**config.mk**
```make
export PLATFORM = sky130hd
export DESIGN_NAME = uart_fifo_trig
export DESIGN_NICKNAME = d
export VERILOG_FILES = /design/src/rtl/uart_fifo_trig.sv
export SDC_FILE = /design/constraint.sdc
export NUM_CORES = 1
export LEC_CHECK = 0
export BUFFER_PORTS_ARGS = -buffer_cell sky130_fd_sc_hd__buf_2
export CORE_ASPECT_RATIO = 1.2
export CORE_MARGIN = 2
export CORE_UTILIZATION = 45
export CTS_CLUSTER_DIAMETER = 60
export DETAILED_ROUTE_END_ITERATION = 10
export PLACE_DENSITY = 0.66
export RECOVER_POWER = 100
export SLEW_MARGIN = 10
export SYNTH_ARGS = -nofsm -noshare
export SYNTH_HDL_FRONTEND = slang
export SYNTH_SLANG_ARGS = --single-unit
```
**constraint.sdc**
```tcl
create_clock -name clk -period 4 [get_ports clk]
set_clock_uncertainty 0.2 [all_clocks]
set_input_delay 0.4 -clock clk [delete_from_list [all_inputs] [get_ports clk]]
set_output_delay 0.4 -clock clk [all_outputs]
set_load 0.05 [all_outputs]
```
**src/rtl/uart_fifo_trig.sv**
```systemverilog
module uart_fifo_trig #(
  parameter int DEPTH = 64,
  parameter int DW    = 8
) (
  input  logic          clk,
  input  logic          rst,
  input  logic          cfg_we,
  input  logic [1:0]    cfg_addr,
  input  logic [7:0]    cfg_wdata,
  input  logic          tx_push,
  input  logic [DW-1:0] tx_wdata,
  input  logic          tx_pop,
  output logic [DW-1:0] tx_rdata,
  output logic          tx_full,
  output logic          tx_empty,
  output logic          tx_ovf,
  output logic          tx_udf,
  output logic          tx_req,
  input  logic          rx_push,
  input  logic [DW-1:0] rx_wdata,
  input  logic          rx_pop,
  output logic [DW-1:0] rx_rdata,
  output logic          rx_full,
  output logic          rx_empty,
  output logic          rx_ovf,
  output logic          rx_udf,
  output logic          rx_req
);
  localparam int AW = $clog2(DEPTH);
  localparam int CW = AW + 1;

  logic [1:0] crs_tx, crs_rx;
  logic [3:0] trg_tx, trg_rx;
  logic       fin_tx, fin_rx;

  always_ff @(posedge clk) begin
    if (rst) begin
      crs_tx <= '0; crs_rx <= '0;
      trg_tx <= '0; trg_rx <= '0;
      fin_tx <= 1'b0; fin_rx <= 1'b0;
    end else if (cfg_we) begin
      case (cfg_addr)
        2'd0: begin crs_tx <= cfg_wdata[1:0]; crs_rx <= cfg_wdata[3:2]; end
        2'd1: begin trg_tx <= cfg_wdata[3:0]; trg_rx <= cfg_wdata[7:4]; end
        2'd2: begin fin_tx <= cfg_wdata[0];   fin_rx <= cfg_wdata[1];   end
        default: ;
      endcase
    end
  end

  function automatic logic [5:0] level(input logic fine, input logic [3:0] trg,
                                       input logic [1:0] crs, input logic is_rx);
    logic [5:0] v;
    if (fine) begin
      v = {trg, crs};
      if (v == 6'd0) v = 6'd1;
    end else if (trg != 4'd0) begin
      v = {trg, 2'b00};
    end else begin
      case (crs)
        2'd0: v = 6'd8;
        2'd1: v = 6'd16;
        2'd2: v = is_rx ? 6'd56 : 6'd32;
        default: v = is_rx ? 6'd60 : 6'd56;
      endcase
    end
    return v;
  endfunction

  logic [5:0] thr_tx, thr_rx;
  assign thr_tx = level(fin_tx, trg_tx, crs_tx, 1'b0);
  assign thr_rx = level(fin_rx, trg_rx, crs_rx, 1'b1);

  logic [1:0]    push_v, pop_v, full_v, empty_v, ovf_v, udf_v;
  logic [DW-1:0] wd_v [2];
  logic [DW-1:0] rd_v [2];
  logic [CW-1:0] cnt_v [2];

  assign push_v = {rx_push, tx_push};
  assign pop_v  = {rx_pop, tx_pop};
  assign wd_v[0] = tx_wdata;
  assign wd_v[1] = rx_wdata;

  for (genvar g = 0; g < 2; g++) begin : g_q
    logic [DW-1:0] mem [DEPTH];
    logic [AW-1:0] wp, rp;
    logic [CW-1:0] cnt;
    logic          ovf, udf, do_w, do_r;

    assign do_w = push_v[g] && (cnt != CW'(DEPTH));
    assign do_r = pop_v[g] && (cnt != '0);

    always_ff @(posedge clk) begin
      if (do_w) mem[wp] <= wd_v[g];
    end

    always_ff @(posedge clk) begin
      if (rst) begin
        wp <= '0; rp <= '0; cnt <= '0; ovf <= 1'b0; udf <= 1'b0;
      end else begin
        if (do_w) wp <= (wp == AW'(DEPTH - 1)) ? '0 : wp + 1'b1;
        if (do_r) rp <= (rp == AW'(DEPTH - 1)) ? '0 : rp + 1'b1;
        cnt <= cnt + CW'(do_w) - CW'(do_r);
        ovf <= push_v[g] && !do_w;
        udf <= pop_v[g] && !do_r;
      end
    end

    assign rd_v[g]    = mem[rp];
    assign cnt_v[g]   = cnt;
    assign full_v[g]  = (cnt == CW'(DEPTH));
    assign empty_v[g] = (cnt == '0);
    assign ovf_v[g]   = ovf;
    assign udf_v[g]   = udf;

    p_cnt_bound_r9: assert property (@(posedge clk) disable iff (rst)
      cnt <= CW'(DEPTH));
    p_no_overflow_r10: assert property (@(posedge clk) disable iff (rst)
      (push_v[g] && full_v[g] && !pop_v[g]) |=> (full_v[g] && ovf_v[g]));
    p_no_underflow_r11: assert property (@(posedge clk) disable iff (rst)
      (pop_v[g] && empty_v[g] && !push_v[g]) |=> (empty_v[g] && udf_v[g]));
    p_flags_excl_r9: assert property (@(posedge clk) disable iff (rst)
      !(full_v[g] && empty_v[g]));
  end

  assign tx_rdata = rd_v[0];
  assign rx_rdata = rd_v[1];
  assign tx_full  = full_v[0];
  assign rx_full  = full_v[1];
  assign tx_empty = empty_v[0];
  assign rx_empty = empty_v[1];
  assign tx_ovf   = ovf_v[0];
  assign rx_ovf   = ovf_v[1];
  assign tx_udf   = udf_v[0];
  assign rx_udf   = udf_v[1];

  assign tx_req = (CW'(DEPTH) - cnt_v[0]) >= CW'(thr_tx);
  assign rx_req = cnt_v[1] >= CW'(thr_rx);

  p_tx_empty_req_r7: assert property (@(posedge clk) disable iff (rst)
    tx_empty |-> tx_req);
  p_rx_full_req_r7: assert property (@(posedge clk) disable iff (rst)
    rx_full |-> rx_req);
  p_rx_empty_quiet_r6: assert property (@(posedge clk) disable iff (rst)
    rx_empty |-> !rx_req);
endmodule

```
After elaboration in Yosys (flattened, before gate mapping)
Memories as Yosys holds them, arrays and structs flattened. A register that Yosys moved wholly into a read port is not among the register bits.
Index checks and enable logic that the tools add are counted.
Word-level totals
  bits in registers: 56
  memory bits (writable): 1024
  bits of input ports: 33
  output and inout bits: 26
  word-level logic and storage cells: 89
  memories kept: 2
Memory list
  g_q[0].mem: words 64, bits a word 8, read ports 1, clocked after Yosys merged registers in 1, write ports 1, line 85  | logic [DW-1:0] mem [DEPTH];
  g_q[1].mem: words 64, bits a word 8, read ports 1, clocked after Yosys merged registers in 1, write ports 1, line 85
Operators by class
  add/sub/neg operators: 9
  magnitude comparators: 2
  equality and inequality tests: 14
  mux-type cells: 20
  reduce and logical (&&, ||, !) cells: 26
Operator list (number)
  6-bit two-way mux: 14
  6-bit one-hot mux with 3 select lines: 2
  6-bit by 1-bit adder with 6-bit output, second input constant: 4
  6-bit equality test, second input constant: 4
  7-bit by 1-bit adder with 7-bit output: 2
  7-bit equality test, second input constant: 2
  7-bit by 6-bit greater-or-equal comparator with 1-bit output: 2
  7-bit logical NOT: 2
  7-bit != test, second input constant: 2
  7-bit nonzero test: 2
  7-bit by 1-bit subtractor with 7-bit output: 2
  6-bit logical NOT: 2
  1-bit logical AND: 8
  4-bit nonzero test: 2
  7-bit subtractor, first input constant: 1
  2-bit by 1-bit equality test with 1-bit output, second input constant: 3
  2-bit equality test, second input constant: 3
  2-bit logical NOT: 3
  2-bit AND reduction: 3
  1-bit logical NOT: 4
  1-bit two-way mux: 4

Depth between registers and ports, before layout
  word-level depth: 5
  depth in mapped cells: 17
  gate-level depth less buffers: 16

Least setup slack after synthesis
Ideal clock, no wire load.
  kind: reg2reg
  from: reg g_q[0].cnt[1]
  to: reg g_q[0].cnt[6]
  library setup time: 71 ps
  arrival: 3651 ps
  required time: 3729 ps
  path slack: 78 ps
  cell stages (with the launch flop): 17
  buffers on the path: 1
  clock period less this slack: 3922 ps
  path through: dfxtp_1 -> inv_1 -> ha_1 -> nand3_1 -> nor2_1 -> nor2b_1 -> clkbuf_1 -> ha_1 -> inv_1 -> ha_1 -> fa_1 -> nor2b_1 -> o21a_1 -> o21bai_1 -> a21oi_1 -> or3_1 -> a21oi_1
On the way
  cells in the longest elaborated chain, start to end: 4
  elaborated cells between the ends (all ways): 6
  those cells by class: 2 x add/sub; 1 x eq/ne; 3 x reduce/logical
RTL lines
  start: declaration: line 87  | logic [CW-1:0] cnt;
  start signal: assignment: line 103  | cnt <= cnt + CW'(do_w) - CW'(do_r);
  7-bit != test: line 90  | assign do_w = push_v[g] && (cnt != CW'(DEPTH));
  1-bit logical AND: line 90
  7-bit by 1-bit adder with 7-bit output: line 103
  7-bit by 1-bit subtractor with 7-bit output *: line 103
Mark *: on every way between the ends. The rest lies on a longest branch, timed or not.
A chain may end at the register's enable or synchronous reset.

==> flow_summary.toml <==
[placed_design]
portBuffers = 58
place.gp.congestion = 0.832
pre_cts_ws_ns = 0.541
dpl_cell_area_sq_um = 45600
dpl.hpwl_um = 60700

[min_path]
hold_path_depth = 5
whs_endpoint = "crs_tx[1]"
hold_path_startpoint = "cfg_we"
hp-class = "input pin to register"

[yosys]
seq_area_frac_synth_pct = 74.7
synth.distinct_cells = 58
syn_inst = 2174
ys.flop_type = "edfxtp_1"
yosysTopAreaCell = "edfxtp_1"
yosys_warnings = 0
synth_area_sq_um = 43000
ys_async_sr_fraction_pct = 0
yosysTopAreaCellShare_pct = 71.5
ys_ff_latch = 1092
synthTopCellsByArea = "edfxtp_1 (72%), mux4_2 (13%), dfxtp_1 (3.2%), nor2_1 (1.7%), ha_1 (1.2%)"
avgSynthCellArea_sq_um = 19.8
synth_edf_count = 1024
synth_nets = 2250

[global_route]
grt_max_degree = 67
grt_pass1_vias = 22500
grt_pass1_wl_um = 144000
grt.total_usage_pct = 19.7
grt_overflow = 0
antenna_found_initial = 1

[timing]
setup_violations = 0
rsz0062_at_grt = "false"
fin_crit_sh_pct = 97.5
finalHoldViolCount = 0
max_freq_ghz = 0.256
fin_crit_ns = 3.90
setup_ws_ns = 0.0984
drv_slew = 863
slew_headroom_pct = -100
worst_pin_slew_ns = 3.01
setup_tns_ns = 0
whs_ns = 0.137

[final_layout]
diodes = 0
drive_gt1_share_pct = 20.0
nets = 2501
syn_to_final_growth_pct = 13.5
fin_area_sq_um = 48800
most-common-layout-cells = "edfxtp_1 (1024), mux4_2 (240), nor2_1 (190), clkbuf_1 (175), clkbuf_16 (110)"
post-route-util_pct = 51.4
final_common_cell = "edfxtp_1"

[floorplanning]
core-area_sq_um = 95000
chipWidth_um = 286
ios = 59
die_h_um = 343
core.rowCount = 124
start_util_pct = 45.3
dieArea_sq_um = 98100

[critical_path]
rr_endpoint = "g_q[1].cnt[6]"
arrival_ns = 3.30
r2r_slack_ns = 0.34
endpoint_kind = "output port"
cp_num_buf_inv = 1
cp_common_cell = "o21ai_0"
cp.required_ns = 3.40
cp_max_fo = 12
path_delay_family = "compound AO/OA/AOI/OAI gates"
critPathKind = "register to output port"
crit_path_cell_trace = "nor2b_2 > nand2_1 > o22ai_1 > a211oi_1 > o21ai_0 > o21ai_0 > clkbuf_2"
r2r_start = "g_q[1].cnt[2]"
setup.worst_path.start_class = "register"
r2r_cells = 17
slowest_delay_ns = 0.69
crit_slowest_cell = "dfxtp_1"

[clocking]
cts_root_buf = "clkbuf_16"
clock_path_buffers = 3
cts.sinks = 1092
clk_pin_slew_worst_paths_ns = 0.06
htree_levels = 3
numCtsBuffers = 109
cts_tree = "yes"
insertion_delay_ns = 0.70

[power_and_ir_drop]
clockPowerShare_pct = 35.4
p_seq_share_pct = 46.8
intPower_w = 0.0204
powerDensity_nw_per_um2 = 567
peakVddDrop_mv = 0.505
leakagePower_nw = 15.1
power.share.switching_pct = 26.2
pwr-share-comb_pct = 17.8
p_sw_w = 0.00726

[drt]
wire_per_inst_um = 25.4
via_per_inst = 5.69
drtPass1Iterations = 8
drt-total-wl_um = 96200
route.detailed.drc = 0
dr_total_vias = 21500
ant_nets = 0
dr.first_iter.drc_count = 1947

[outcome]
status = "finished with violations"
violations = "max-capacitance violations, max-slew violations"

[job]
drv_cap = 16
## cell families after synthesis
family | Yosys count | synth area share, %
flops | 1092 | 74.7
mux | 309 | 14.8
buf+inv | 131 | 1.77
xor+xnor | 28 | 0.570
simple gates | 382 | 4.14
compound gates | 189 | 2.76
fa+ha+maj | 43 | 1.29
## worst min-delay path: stages
cell and delay [ns]:
buf_2 0.11, nor3b_1 0.21, nor2_1 0.11, a21oi_1 0.05, nor2_1 0.08
## worst max path at each step
stage	from	end	slack [ns]	depth (start not counted)
after floorplan	g_q[0].cnt[1]	g_q[0].cnt[6]	0.08	16
after global placement	g_q[0].cnt[1]	g_q[0].cnt[6]	0.56	15
after detailed placement	g_q[0].cnt[1]	g_q[0].cnt[6]	0.54	15
after CTS	register	rx_rdata[0]	0.02	7
after global routing	register	tx_rdata[3]	0.02	7
final	register	rx_rdata[0]	0.1	7
## per-stage QoR
| step | power [W] | instances |
|---|---|---|
| finish | 0.0277 | 3781 |
| floorplan | 0.0168 | 2174 |
| global placement | 0.0180 | 3548 |
| CTS | 0.0280 | 3778 |
| detailed placement | 0.0181 | 3548 |
| global route | 0.0287 | 3781 |
## final cells by class
cell class	instances	area (sq um)
Multi-Input combinational cell	951	10100
Fill cell	7659	46100
Clock buffer	140	2920
Sequential cell	1092	32100
Clock inverter	67	549
Tap cell	1260	1580
Inverter	29	109
Timing Repair Buffer	242	1400
## cells in the mapped netlist, types with 4 or more instances
cell,count
edfxtp_1,1024
mux4_2,240
buf_12,5
or4_1,6
o41ai_1,4
mux2i_1,45
a22oi_1,4
ha_1,41
a211oi_1,13
nor4_1,6
nand3b_1,6
nand3_1,17
dfxtp_1,68
nor2b_1,26
nor3_1,6
xor2_1,18
mux4_1,16
mux2_2,8
nand2b_1,19
or3_1,10
xnor2_1,10
or2_2,9
a21oi_1,38
o21bai_1,6
buf_1,7
o221ai_1,10
clkbuf_1,34
nand2_1,59
buf_4,14
o22ai_1,71
inv_1,29
buf_6,10
nor2_1,190
o21ai_0,24
buf_2,30
o21ai_1,6
nand4_1,11
## registers in the layout, summed over array words and instances (netlist names), named ones only
| signal | flops |
|---|---|
| tx_ovf | 1 |
| crs_rx | 2 |
| trg_tx | 4 |
| g_q.wp | 12 |
| crs_tx | 2 |
| rx_udf | 1 |
| rx_ovf | 1 |
| trg_rx | 4 |
| fin_rx | 1 |
| g_q.cnt | 14 |
| tx_udf | 1 |
| g_q.mem | 1024 |
| fin_tx | 1 |
| g_q.rp | 12 |
## power groups by stage
| stage | clock network, W | registers, W | logic [W] |
|---|---|---|---|
| final | 0.00979 | 0.0129 | 0.00493 |
| after global routing | 0.0104 | 0.0130 | 0.00532 |
| after CTS | 0.00998 | 0.0129 | 0.00503 |
| after detailed placement | 0 | 0.0132 | 0.00486 |
| after global placement | 0 | 0.0132 | 0.00479 |
| after floorplan | 0 | 0.0130 | 0.00380 |
## what timing repair did
action,in CTS,in global routing
cloned,1,0
hold buffers,18,1
endpoints found under the setup margin,6,5
resized for setup,2,3
hold endpoints to repair,18,13
setup buffers,4,0
## metal layers
layer  global-route usage (%)  vias up  share of wire (%)
met5                        0        -             0.0073
met1                     24.5    11200                 38
met2                     35.0      716                 52
met3                     3.04      188                5.8
met4                     7.42        2                3.7
li1                         -     9401                  -
Note: power is estimated with default switching activity, not from simulation.
